===== config.mk =====
export PLATFORM = sky130hd
export DESIGN_NAME = irq_dispatch
export DESIGN_NICKNAME = d
export VERILOG_FILES = /design/src/rtl/irq_dispatch_pkg.sv /design/src/rtl/irq_prio_pick.sv /design/src/rtl/irq_stack_wr.sv /design/src/rtl/irq_dispatch.sv
export SDC_FILE = /design/constraint.sdc
export NUM_CORES = 1
export LEC_CHECK = 0
export BUFFER_PORTS_ARGS = -buffer_cell sky130_fd_sc_hd__buf_4
export CORE_ASPECT_RATIO = 1.1
export CORE_MARGIN = 2
export CORE_UTILIZATION = 40
export CTS_CLUSTER_DIAMETER = 40
export DETAILED_ROUTE_END_ITERATION = 7
export GPL_TIMING_DRIVEN = 0
export MAX_ROUTING_LAYER = met4
export PLACE_DENSITY_LB_ADDON = 0.1
export SYNTH_ARGS = -nofsm -noshare
export SYNTH_HDL_FRONTEND = slang
export SYNTH_SLANG_ARGS = --single-unit

===== constraint.sdc =====
create_clock -name clk -period 3.72 [get_ports clk]
set_input_delay 1.116 -clock clk [delete_from_list [all_inputs] [get_ports clk]]
set_output_delay 1.116 -clock clk [all_outputs]
set_load 0.03 [all_outputs]

===== src/rtl/irq_dispatch_pkg.sv =====
`timescale 1ns/1ps
package irq_dispatch_pkg;
  typedef enum logic [1:0] {
    ST_IDLE = 2'd0,
    ST_PUSH = 2'd1,
    ST_DONE = 2'd2
  } disp_state_e;
endpackage


===== src/rtl/irq_prio_pick.sv =====
`timescale 1ns/1ps
// Maps candidate bits onto sources, decides whether dispatch may start,
// and selects the lowest-index source with its vector and clear mask.
module irq_prio_pick #(
  parameter int W  = 8,
  parameter int NS = 4,
  parameter int AW = 16,
  parameter int PW = $clog2(W),
  parameter logic [NS*PW-1:0] SRC_POS  = {3'd4, 3'd2, 3'd1, 3'd0},
  parameter logic [NS-1:0]    SRC_TRIG = 4'b1101,
  parameter logic [NS*AW-1:0] SRC_VEC  = {16'h0060, 16'h0050, 16'h0048, 16'h0040}
) (
  input  logic [W-1:0]  cand_i,
  output logic          go_o,
  output logic [AW-1:0] vec_o,
  output logic [W-1:0]  clr_o
);
  logic [NS-1:0] hit;

  for (genvar i = 0; i < NS; i++) begin : g_hit
    assign hit[i] = cand_i[SRC_POS[i*PW +: PW]];
  end

  // only trigger-capable sources may start a dispatch
  assign go_o = |(hit & SRC_TRIG);

  // lowest index wins, so scan from the top and let lower hits override
  always_comb begin
    vec_o = '0;
    clr_o = '0;
    for (int i = NS - 1; i >= 0; i--) begin
      if (hit[i]) begin
        vec_o = SRC_VEC[i*AW +: AW];
        clr_o = '0;
        clr_o[SRC_POS[i*PW +: PW]] = 1'b1;
      end
    end
  end
endmodule


===== src/rtl/irq_stack_wr.sv =====
`timescale 1ns/1ps
// Writes a two-byte word, low byte first, through a request/acknowledge port.
module irq_stack_wr #(
  parameter int AW = 16,
  parameter int DW = 8
) (
  input  logic          clk,
  input  logic          rst,
  input  logic          start_i,
  input  logic [AW-1:0] base_i,
  input  logic [2*DW-1:0] word_i,
  input  logic          mem_ack_i,
  output logic          mem_req_o,
  output logic [AW-1:0] mem_addr_o,
  output logic [DW-1:0] mem_wdata_o,
  output logic          fin_o
);
  logic          active_q;
  logic          hi_q;
  logic [DW-1:0] hi_byte_q;

  always_ff @(posedge clk) begin
    if (rst) begin
      active_q    <= 1'b0;
      hi_q        <= 1'b0;
      hi_byte_q   <= '0;
      mem_addr_o  <= '0;
      mem_wdata_o <= '0;
    end else if (start_i && !active_q) begin
      active_q    <= 1'b1;
      hi_q        <= 1'b0;
      mem_addr_o  <= base_i;
      mem_wdata_o <= word_i[DW-1:0];
      hi_byte_q   <= word_i[2*DW-1:DW];
    end else if (active_q && mem_ack_i) begin
      if (!hi_q) begin
        hi_q        <= 1'b1;
        mem_addr_o  <= mem_addr_o + AW'(1);
        mem_wdata_o <= hi_byte_q;
      end else begin
        active_q <= 1'b0;
        hi_q     <= 1'b0;
      end
    end
  end

  assign mem_req_o = active_q;
  assign fin_o     = active_q & hi_q & mem_ack_i;
endmodule


===== src/rtl/irq_dispatch.sv =====
`timescale 1ns/1ps
module irq_dispatch
  import irq_dispatch_pkg::*;
#(
  parameter int W        = 8,
  parameter int AW       = 16,
  parameter int DW       = 8,
  parameter int NS       = 4,
  parameter int CW       = 4,
  parameter int CYC_COST = 3,
  parameter int PW       = $clog2(W),
  parameter logic [NS*PW-1:0] SRC_POS  = {3'd4, 3'd2, 3'd1, 3'd0},
  parameter logic [NS-1:0]    SRC_TRIG = 4'b1101,
  parameter logic [NS*AW-1:0] SRC_VEC  = {16'h0060, 16'h0050, 16'h0048, 16'h0040}
) (
  input  logic          clk,
  input  logic          rst,
  input  logic          ime_i,
  input  logic [W-1:0]  ien_i,
  input  logic [W-1:0]  iflag_i,
  input  logic [AW-1:0] pc_i,
  input  logic [AW-1:0] sp_i,
  output logic          mem_req_o,
  output logic [AW-1:0] mem_addr_o,
  output logic [DW-1:0] mem_wdata_o,
  input  logic          mem_ack_i,
  output logic          busy_o,
  output logic          done_o,
  output logic [AW-1:0] pc_o,
  output logic [AW-1:0] sp_o,
  output logic          ime_clr_o,
  output logic [W-1:0]  flag_clr_o,
  output logic [CW-1:0] cyc_inc_o
);
  localparam int PUSH_BYTES = AW / DW;

  disp_state_e   state_q;
  logic          pick_go;
  logic [AW-1:0] pick_vec;
  logic [W-1:0]  pick_clr;
  logic          start;
  logic          push_fin;
  logic [AW-1:0] sp_new;
  logic [AW-1:0] vec_q;
  logic [AW-1:0] sp_q;
  logic [W-1:0]  clr_q;

  irq_prio_pick #(
    .W(W), .NS(NS), .AW(AW), .PW(PW),
    .SRC_POS(SRC_POS), .SRC_TRIG(SRC_TRIG), .SRC_VEC(SRC_VEC)
  ) u_pick (
    .cand_i (ien_i & iflag_i),
    .go_o   (pick_go),
    .vec_o  (pick_vec),
    .clr_o  (pick_clr)
  );

  assign start  = (state_q == ST_IDLE) && ime_i && pick_go;
  assign sp_new = sp_i - AW'(PUSH_BYTES);

  irq_stack_wr #(.AW(AW), .DW(DW)) u_push (
    .clk         (clk),
    .rst         (rst),
    .start_i     (start),
    .base_i      (sp_new),
    .word_i      (pc_i),
    .mem_ack_i   (mem_ack_i),
    .mem_req_o   (mem_req_o),
    .mem_addr_o  (mem_addr_o),
    .mem_wdata_o (mem_wdata_o),
    .fin_o       (push_fin)
  );

  always_ff @(posedge clk) begin
    if (rst) begin
      state_q    <= ST_IDLE;
      vec_q      <= '0;
      sp_q       <= '0;
      clr_q      <= '0;
      done_o     <= 1'b0;
      ime_clr_o  <= 1'b0;
      flag_clr_o <= '0;
      cyc_inc_o  <= '0;
      pc_o       <= '0;
      sp_o       <= '0;
    end else begin
      case (state_q)
        ST_IDLE: begin
          if (start) begin
            state_q <= ST_PUSH;
            vec_q   <= pick_vec;
            sp_q    <= sp_new;
            clr_q   <= pick_clr;
          end
        end
        ST_PUSH: begin
          if (push_fin) begin
            state_q    <= ST_DONE;
            done_o     <= 1'b1;
            ime_clr_o  <= 1'b1;
            flag_clr_o <= clr_q;
            cyc_inc_o  <= CW'(CYC_COST);
            pc_o       <= vec_q;
            sp_o       <= sp_q;
          end
        end
        default: begin
          state_q    <= ST_IDLE;
          done_o     <= 1'b0;
          ime_clr_o  <= 1'b0;
          flag_clr_o <= '0;
          cyc_inc_o  <= '0;
        end
      endcase
    end
  end

  assign busy_o = (state_q != ST_IDLE);
endmodule


# After elaboration in Yosys (flattened, before gate mapping)
# Cells that the tools add are included.
# word_totals
register_bits,121
in_bits,52
out_inout_bits,72
wordCells,68
# op_classes
add_sub_neg,2
n_eq_ne,4
n_mux,27
bitwise_logic,4
reduce_logical,17
# op_table
operator,count
two-way mux 16 bit,6
two-way mux 8 bit,4
two-way mux 5 bit,4
adder 16 x 1 -> 16 bit (second input constant),1
case mux 8 bit (2 select lines),1
subtractor 16 x 2 -> 16 bit (second input constant),1
AND reduction 2 bit,6
case mux 4 bit (2 select lines),1
two-way mux 7 bit,1
nonzero test 2 bit,3
AND 5 bit,1
two-way mux 1 bit,5
logical AND 1 bit,4
two-way mux 2 bit,2
two-way mux 4 bit,1
!= test 2 bit (second input constant),2
case mux 2 bit (2 select lines),1
OR reduction 3 bit,1
AND 1 bit,2
== test 2 x 1 -> 1 bit (second input constant),1
zero test 2 bit,1
!= test 2 x 1 -> 1 bit (second input constant),1
case mux 1 bit (2 select lines),1
OR reduction 2 bit,1
other kinds (2),2

# Logic depth before layout (Yosys ltp)
# depth
word_depth,6
mapped_depth,8
depth_no_buf,7

# Hierarchy
# A second synthesis with hierarchy kept.
# hier_totals
hier_cells,625
hier_area_um2,4951.0
# by_module_without_submodules
mod,n_inst,cells_each,area_each_um2,seq_area_each_um2
irq_dispatch,1,412,3221.8,1661.6
irq_stack_wr,1,187,1535.2,680.7
irq_prio_pick,1,26,193.9,0.0

# Worst setup path after synthesis
# OpenSTA, ideal clock, no wires.
# synth_timing
kind,input-to-reg
startpoint,input sp_i[1]
endpoint,register u_push.mem_addr_o[15]
setup_ps,79
t_arrival_ps,2566
required_ps,3641
slack_ps,1074
cell_stages,8
n_path_buf,1
cell_sequence,inv_1 -> ha_1 -> or4b_1 -> buf_2 -> nor4_4 -> xor2_1 -> nor2_1 -> a211oi_2
# synth_between
elab_chain_len,2
# synth_lines
element,line,rtl
from (decl),irq_dispatch.sv:22,"input logic [AW-1:0] sp_i,"
subtractor 16 x 2 -> 16 bit,irq_dispatch.sv:59,assign sp_new = sp_i - AW'(PUSH_BYTES);
two-way mux 16 bit,irq_stack_wr.sv:29,end else if (start_i && !active_q) begin
to (signal assigned),irq_stack_wr.sv:32,mem_addr_o <= base_i;
to (signal assigned),irq_stack_wr.sv:38,mem_addr_o <= mem_addr_o + AW'(1);
to (decl),irq_stack_wr.sv:14,"output logic [AW-1:0] mem_addr_o,"
# No other way between the ends.
# A chain may end at the register's enable or synchronous reset.

# Final worst setup path
# Same ends and word-level chain as after synthesis.

==> summary.txt <==
CTS Hold Bufs -> 0
Period minus WS final -> 2.64 ns
Dominant synthesized flop cell -> dfxtp_1
Syn Std Cell Area -> 3650 um^2
Width of the chip -> 95.1 um
Post-Syn Instances -> 445
# fillers -> 899
Vias -> 3416
Post-synth EDFFs -> 0
Max clock buf depth -> 2
H-tree levels -> 3
Netlist cell types -> 48
CP startpoint kind -> primary input
RSZ-0062 raised after global routing -> no
Final core occ -> 0.542
WP buf/inv -> 3
Largest area contributor in the netlist -> dfxtp_1
Global Route Usage Sum -> 0.212
Num ports -> 124
Achievable frequency -> 379 MHz
Final HPWL DP -> 7500 um
Final Hold Viols -> 0
Post-DRT Antenna Nets -> 0
Max-slew violations -> 0
GRT Residual Overflow -> 0
RePlAce Congestion -> 0.865
DIE AREA -> 9910 um^2
Crit path DAT -> 2.92 ns
Synth top cells by count -> 100 x nand2_1, 82 x dfxtp_1, 47 x nor2_1
Final #Nets -> 623
Status -> finished, final reports clean
Vias per cell -> 4.97
Initial DRC Count -> 99
Port Buffer Count -> 96
Drc violations -> 0
Worst-path clk slew -> 0.09 ns
Leakage power -> 0.00195 uW
Row count -> 36
Top cell type's share of synthesized area -> 0.449
Met1 Wirelength -> 4320 um
Final period util -> 0.709
Post-CTS sizing -> 0
Final setup violation count -> 0
Pwr/cell area -> 431 nW/um^2
Largest net degree at the start of global routing -> 17
N_diodes -> 0
Count leader, synth -> nand2_1
Clock Latency Late Sink -> 0.36 ns
Met2 WL -> 4930 um
Area growth, synth to finish -> 31.7%
Top Family by Delay on Critical Path -> simple AND/OR/NAND/NOR gates
Number of max-cap violations -> 0
CTS Buf Count -> 9
Yosys warns -> 0
Layout Skew -> 0.0115 ns
Initial antenna violation count -> 0
Routed WL -> 9820 um
Vias in the first global route -> 3316
Top post-synthesis cells by area -> dfxtp_1 45%, nand2_1 10%, a21oi_1 6.3%
Layout cell share with drive strength beyond 1 -> 0.268
Hold Worst Slack -> 0.455 ns
Hold Crit Class -> reg2reg
Sequential area share after synthesis -> 0.449
Die Ht -> 104 um
Global-route wire length before repair -> 16300 um
Post-synthesis register bit count -> 82
Initial Util -> 0.412
Max FO, Critical Path -> 6
Top sig layer -> met4
Clock Sinks -> 82
Routed wire length on met3 -> 445 um
Area of the core -> 8870 um^2
CP endpoint kind -> flip-flop
Crit path required time -> 4.00 ns
WS Path Type -> in2reg
Post CTS Setup Buffer Count -> 0
WL/cell -> 14.3 um
Peak VDD IR -> 0.000245 V
Mean Syn Cell Area -> 8.21 um^2
DRT Pass-1 Iters -> 4
Clk root buf -> clkbuf_8
Worst-Margin Slew -> 0.638 ns
Post-place setup slack -> 0.719 ns
CP max stage delay -> 0.42 ns
Worst rel slew slack -> 0.575
Post-layout worst setup margin -> 1.08 ns
CTS tree -> yes
Worst path cell trace -> buf_4 > inv_1 > ha_1 > or4b_1 > buf_2 > nor4_4 > xor2_1 > nor2_1 > a211oi_2
FFs w/ async S/R, synth -> 0
CP max-delay cell -> or4b_1
Setup TNS -> 0 ns
## stage by stage
stage | cells | area [um^2] | total power (uW)
6_report | 688 | 4810 | 2070
5_1_grt | 688 | 4810 | 2170
4_1_cts | 688 | 4810 | 2090
3_5_place_dp | 672 | 4580 | 1350
3_3_place_gp | 672 | 4580 | 1340
2_1_floorplan | 462 | 3720 | 1210
## cell families (layout without fill, tap and decap cells)
group	after synthesis	count (layout)	synth area share
adders and majority gates	2	2	0.00685
buffers and inverters	54	166	0.0802
AOI/OAI and AO/OA	92	92	0.165
xor gates and xnor gates	18	18	0.0432
and+or+nand+nor	196	196	0.254
DFF	82	82	0.449
other	1	18	0.00103
## cell type report
type                       instances  area [um^2]  area share
clock inverter                     7          105      0.0219
buffer                            49          274      0.0570
sequential                        82         1640       0.341
multi-input combinational        326         1780       0.371
tap                              114          143      0.0297
inverter                           5         18.8     0.00390
timing repair buffer              96          721       0.150
clock buffer                       9          124      0.0258
## cell usage in the layout, fill, tap and decap left out, types with 3 or more instances in the layout
cell,Yosys,routed
a211oi_1,21,21
a21oi_1,46,46
a311oi_1,12,12
buf_2,6,6
buf_4,22,118
clkbuf_1,19,19
clkbuf_8,0,9
conb_1,1,18
dfxtp_1,82,82
inv_1,5,5
inv_6,0,3
nand2_1,100,100
nand3_1,7,7
nand4_1,4,4
nor2_1,47,47
nor3_1,8,8
nor3_2,3,3
nor4_1,6,6
xnor2_1,7,7
xor2_1,11,11
## report_power, final
part           internal (uW)  switching (uW)
registers                927            42.8
logic                    141             217
clock network            390             354
## worst reg2reg max path: stages, from the launching register on
cell and delay (ns):
dfxtp_1 0.33, or2_0 0.22, clkbuf_1 0.16, nor4b_2 0.37, buf_2 0.29, buf_1 0.41
nand2_1 0.11, a21oi_1 0.15
## layer usage
layer | GRT usage | vias to the layer above
li1 | - | 1749
met5 | - | -
met1 | 0.266 | 1571
met4 | 0.0518 | 0
met3 | 0.0399 | 11
met2 | 0.351 | 85
## worst paths after layout
kind	slack, ns	cells past startpoint	from	end
worst min register to register	0.46	2	sp_o[2]	sp_o[2]
worst max register to register	1.61	7	state_q[1]	u_push.hi_byte_q[4]
worst min-delay path	0.46	2	sp_o[2]	sp_o[2]
worst max-delay path	1.08	9	sp_i[1]	u_push.mem_addr_o[15]
## registers in the layout, summed over array words and instances, names as in the netlist
| register | count |
|---|---|
| u_push.mem_wdata_o | 8 |
| u_push.hi_q | 1 |
| flag_clr_o | 4 |
| vec_q | 2 |
| cyc_inc_o | 1 |
| clr_q | 3 |
| pc_o | 4 |
| state_q | 2 |
| u_push.hi_byte_q | 8 |
| sp_q | 16 |
| u_push.mem_addr_o | 16 |
| sp_o | 16 |
| u_push.mem_req_o | 1 |
No activity file was read; power rests on OpenSTA's default activity.
